## src/rtl/ulc_pkg.sv

```systemverilog
package ulc_pkg;

    typedef enum logic [1:0] {
        ACT_LOAD = 2'd0,
        ACT_UP   = 2'd1,
        ACT_DOWN = 2'd2
    } ulc_action_e;

    typedef struct packed {
        logic load;
        logic down;
    } ulc_ctrl_t;

    function automatic ulc_action_e pick_action(ulc_ctrl_t c);
        if (c.load)
            return ACT_LOAD;
        else if (c.down)
            return ACT_DOWN;
        else
            return ACT_UP;
    endfunction

endpackage

```

## src/rtl/ulc_step.sv

```systemverilog
module ulc_step
    import ulc_pkg::*;
#(
    parameter int WIDTH = 8,
    parameter logic [WIDTH-1:0] LIMIT = '1
) (
    input  ulc_action_e      act,
    input  logic [WIDTH-1:0] cur,
    input  logic [WIDTH-1:0] ld,
    output logic [WIDTH-1:0] nxt
);
    localparam logic [WIDTH-1:0] ONE  = {{(WIDTH-1){1'b0}}, 1'b1};
    localparam logic [WIDTH-1:0] ZERO = '0;
    localparam bit FULL_RANGE = (LIMIT == '1);

    logic [WIDTH-1:0] up_v;
    logic [WIDTH-1:0] dn_v;

    generate
        if (FULL_RANGE) begin : g_natural
            // the width itself provides both wrap points
            always_comb begin
                up_v = cur + ONE;
                dn_v = cur - ONE;
            end
        end else begin : g_ceiling
            always_comb begin
                up_v = (cur >= LIMIT) ? ZERO : (cur + ONE);
                dn_v = (cur == ZERO) ? LIMIT : (cur - ONE);
            end
        end
    endgenerate

    always_comb begin
        unique case (act)
            ACT_LOAD: nxt = ld;
            ACT_DOWN: nxt = dn_v;
            default:  nxt = up_v;
        endcase
    end

endmodule

```

## src/rtl/ulc_reg.sv

```systemverilog
module ulc_reg #(
    parameter int WIDTH = 8
) (
    input  logic             clk,
    input  logic             rst,
    input  logic [WIDTH-1:0] d,
    output logic [WIDTH-1:0] q
);
    always_ff @(posedge clk or posedge rst) begin
        if (rst)
            q <= '0;
        else
            q <= d;
    end

endmodule

```

## src/rtl/updown_limit_counter.sv

```systemverilog
module updown_limit_counter
    import ulc_pkg::*;
#(
    parameter int WIDTH   = 8,
    parameter int CEILING = -1
) (
    input  logic             clk,
    input  logic             rst,
    input  logic [WIDTH-1:0] load_val,
    input  logic             load_en,
    input  logic             count_down,
    output logic [WIDTH-1:0] count_out
);
    localparam logic [WIDTH-1:0] LIMIT =
        (CEILING < 0) ? {WIDTH{1'b1}} : WIDTH'(CEILING);

    ulc_ctrl_t        ctrl;
    ulc_action_e      act;
    logic [WIDTH-1:0] next_count;

    always_comb begin
        ctrl.load = load_en;
        ctrl.down = count_down;
        act       = pick_action(ctrl);
    end

    ulc_step #(.WIDTH(WIDTH), .LIMIT(LIMIT)) u_step (
        .act (act),
        .cur (count_out),
        .ld  (load_val),
        .nxt (next_count)
    );

    ulc_reg #(.WIDTH(WIDTH)) u_reg (
        .clk (clk),
        .rst (rst),
        .d   (next_count),
        .q   (count_out)
    );

    // the count is clear whenever reset is seen at an edge
    a_r1_reset_clear: assert property (@(posedge clk)
        rst |-> count_out == '0);

    a_r9_reset_beats_load: assert property (@(posedge clk)
        (rst && load_en) |=> (rst |-> count_out == '0));

    a_r4_load_taken: assert property (@(posedge clk) disable iff (rst)
        load_en |=> count_out == $past(load_val));

    a_r2_up_step: assert property (@(posedge clk) disable iff (rst)
        (!load_en && !count_down && count_out < LIMIT)
        |=> count_out == $past(count_out) + 1'b1);

    a_r3_down_step: assert property (@(posedge clk) disable iff (rst)
        (!load_en && count_down && count_out != '0)
        |=> count_out == $past(count_out) - 1'b1);

    a_r6_up_wrap: assert property (@(posedge clk) disable iff (rst)
        (!load_en && !count_down && count_out >= LIMIT) |=> count_out == '0);

    a_r7_down_wrap: assert property (@(posedge clk) disable iff (rst)
        (!load_en && count_down && count_out == '0) |=> count_out == LIMIT);

endmodule

```

## config.mk

```make
export PLATFORM = sky130hd
export DESIGN_NAME = updown_limit_counter
export DESIGN_NICKNAME = d
export VERILOG_FILES = /design/src/rtl/ulc_pkg.sv /design/src/rtl/ulc_step.sv /design/src/rtl/ulc_reg.sv /design/src/rtl/updown_limit_counter.sv
export SDC_FILE = /design/constraint.sdc
export NUM_CORES = 1
export LEC_CHECK = 0
export ABC_AREA = 1
export ABC_CLOCK_PERIOD_IN_PS = 1900
export BUFFER_PORTS_ARGS = -buffer_cell sky130_fd_sc_hd__buf_2
export CAP_MARGIN = 20
export CORE_UTILIZATION = 35
export DETAILED_ROUTE_END_ITERATION = 12
export PLACE_DENSITY = 0.67
export SKIP_LAST_GASP = 1
export SYNTH_ARGS = -nofsm -noshare
export SYNTH_HDL_FRONTEND = slang
export SYNTH_HIERARCHICAL = 1
export SYNTH_SLANG_ARGS = --single-unit
```

## constraint.sdc

```tcl
create_clock -name clk -period 1.9 [get_ports clk]
set_input_delay 0.475 -clock clk [delete_from_list [all_inputs] [get_ports clk]]
set_output_delay 0.475 -clock clk [all_outputs]
set_load 0.01 [all_outputs]
```

==> flow_summary.toml <==
[power_and_ir_drop]
power_density_nw_per_um2 = 682
peakVddDrop_mv = 0.387
p_leak_nw = 0.554

[floorplan]
ios = 20
initial_core_util_pct = 37.8
rows = 16
die-width_um = 48.2
die_y_um = 48.2
design.core.area_um2 = 1980
fp.dieArea_um2 = 2330

[critical_path]
cp.arrival_ps = 1840
cp.required_ps = 2040
critPathKind = "in -> reg"
reg2regPathDepth = 14
critPathLaunchType = "input pin"
cp-end-kind = "register"
startpoint = "load_en"
cp_max_fo = 3
r2r_slack_ps = 400
r2r_start = "u_reg/q[1]"

[synthesis]
ys_seq_area_share_pct = 26.8
synthesis.nets = 126
synth.most_common_cell = "nand2_1"
synth_top_area_share_pct = 26.8
yosys-top-cells-count = "nand2_1, inv_1, nand3_1"
synth_warnings = 6
synth_area_leaders = "dfrtp_1, nand2_1, nand3_1, inv_1, nand2_2"
ys_ff_latch = 8
syn_avg_cell_area_um2 = 6.62
synth_area_um2 = 748
synth_edf_count = 0
synth_cell_types = 23
async_reset_ff_share_pct = 100
yosys.area.top_type = "dfrtp_1"
synth_ff_type = "dfrtp_1"
synth_cells = 113

[place]
gp_congestion = 0.869
dp_hpwl_um = 1370
io_buffer_count = 19

[sta]
worst_slew_pin_slew_ps = 330
relSlewSlack_pct = 78.0
rsz0062_at_grt = "no"
finalHoldViolCount = 0
setup-violations-final = 0
max_freq_mhz = 589
min_period_ps = 1700
drv_slew = 0
period_share_pct = 89.4
fin_skew_ps = 4.84
timing.hold.ws_ps = 165

[global_route]
grt_first_pass_wirelength_um = 2740
grt_pass1_vias = 695
grt_util_all_layers_pct = 16.9
grt_max_degree = 10
antenna_found_initial = 0
grt_overflow = 0

[final_layout]
final_nets = 157
post-route-util_pct = 48.1
area_delta_synth_final_pct = 27.4
top_register = "u_reg/q"
largest_reg_flops = 8
nFillCells = 213
num_antenna_cells = 0
layout-drive-gt1-share_pct = 37.3
top_regs = "u_reg/q: 8 flops"

[detailed_routing]
drt_pass1_iterations = 4
drc = 0
wire_per_inst_um = 9.97
num_vias = 769
drt_wl_total_um = 1690
final_antenna_net_count = 0
viasPerCell = 4.55
drtIter0Drc = 16

[status]
outcome = "finished, final reports clean"

[clock_network]
cts_num_sinks = 8
cts_tree = "built"
cts.clk_slew.worst_paths_ps = 60
cts_max_level = 1
cts-root-buf = "clkbuf_4"
cts_buffers = 3
clockBufferDepth = 2
cts_resized = 0
clk_latency_ps = 250
ctsHoldBuffers = 0
cts_setup_buffers = 0

[run]
maxCapViolCount = 0

[hold_path]
min_path_type = "in -> async"
[worst paths after layout]
kind / end
setup / recovery: u_reg/q[6]
hold / removal: u_reg/q[7]
setup reg to reg: u_reg/q[6]
hold reg to reg: u_reg/q[0]
max in group asynchronous: u_reg/q[4]
min in group clk: u_reg/q[3]
[cell type report]
cell class | instances | area [um^2] | area share (%)
sequential | 8 | 200 | 21.0
inverter | 21 | 95.1 | 9.97
tap | 27 | 33.8 | 3.54
multi-input combinational | 83 | 447 | 46.9
clock buffer | 3 | 22.5 | 2.36
timing repair buffer | 27 | 155 | 16.3
[metrics by stage]
step	TNS, ps	setup WS [ps]	cells	instance area (um^2)	power, mW
global placement	-150	-110	166	926	0.518
global route	0	17.6	169	953	0.706
floorplan	0	56.5	113	748	0.432
finish	0	202	169	953	0.650
detailed placement	-282	-130	166	926	0.523
CTS	0	136	169	948	0.659
[per-layer routing]
| metal | global-route usage (%) | wire length, um | vias to the layer above |
|---|---|---|---|
| li1 | - | - | 407 |
| met4 | 8.89 | 31 | 0 |
| met1 | 22.0 | 802 | 331 |
| met5 | 0 | 0 | - |
| met2 | 27.5 | 766 | 27 |
| met3 | 1.85 | 84 | 4 |
[cells by family (layout without fill, tap and decap cells)]
group | Yosys count | after routing | synth area share (%)
AOI/OAI and AO/OA | 9 | 9 | 8.86
DFF | 8 | 8 | 26.8
adders and majority gates | 1 | 1 | 1.67
xor gates and xnor gates | 1 | 1 | 1.17
buffers and inverters | 22 | 51 | 14.2
and+or+nand+nor | 72 | 72 | 47.3
[worst max-delay path, cell delays in order]
cell	delay, ps
buf_2	120
nor2_1	200
inv_4	90
nand3_2	70
nand2_1	50
inv_1	50
ha_1	130
inv_1	30
nand2_1	80
inv_2	40
nor2_2	130
nand3_1	120
nand2_1	80
nand2_1	50
nand3_1	60
nand2_1	50
[where the power goes]
| group | internal (mW) | leakage [nW] | switching, mW |
|---|---|---|---|
| Combinational | 0.124 | 0.445 | 0.172 |
| Sequential | 0.198 | 0.0947 | 0.0281 |
| Clock | 0.0722 | 0.0138 | 0.0568 |
| Total | 0.393 | 0.554 | 0.257 |
[cell usage in the layout (no fill, tap or decap), types with 3 or more instances in the layout]
cell type / Yosys / layout
nand3_1: 14 / 14
buf_4: 0 / 8
buf_2: 0 / 19
nor2_2: 5 / 4
o21ai_0: 3 / 3
nand2_2: 6 / 6
nor2_1: 3 / 3
dfrtp_1: 8 / 8
inv_2: 5 / 5
inv_1: 14 / 14
clkbuf_4: 0 / 3
nand2_1: 39 / 39
Power figures use the tool's default switching activity.
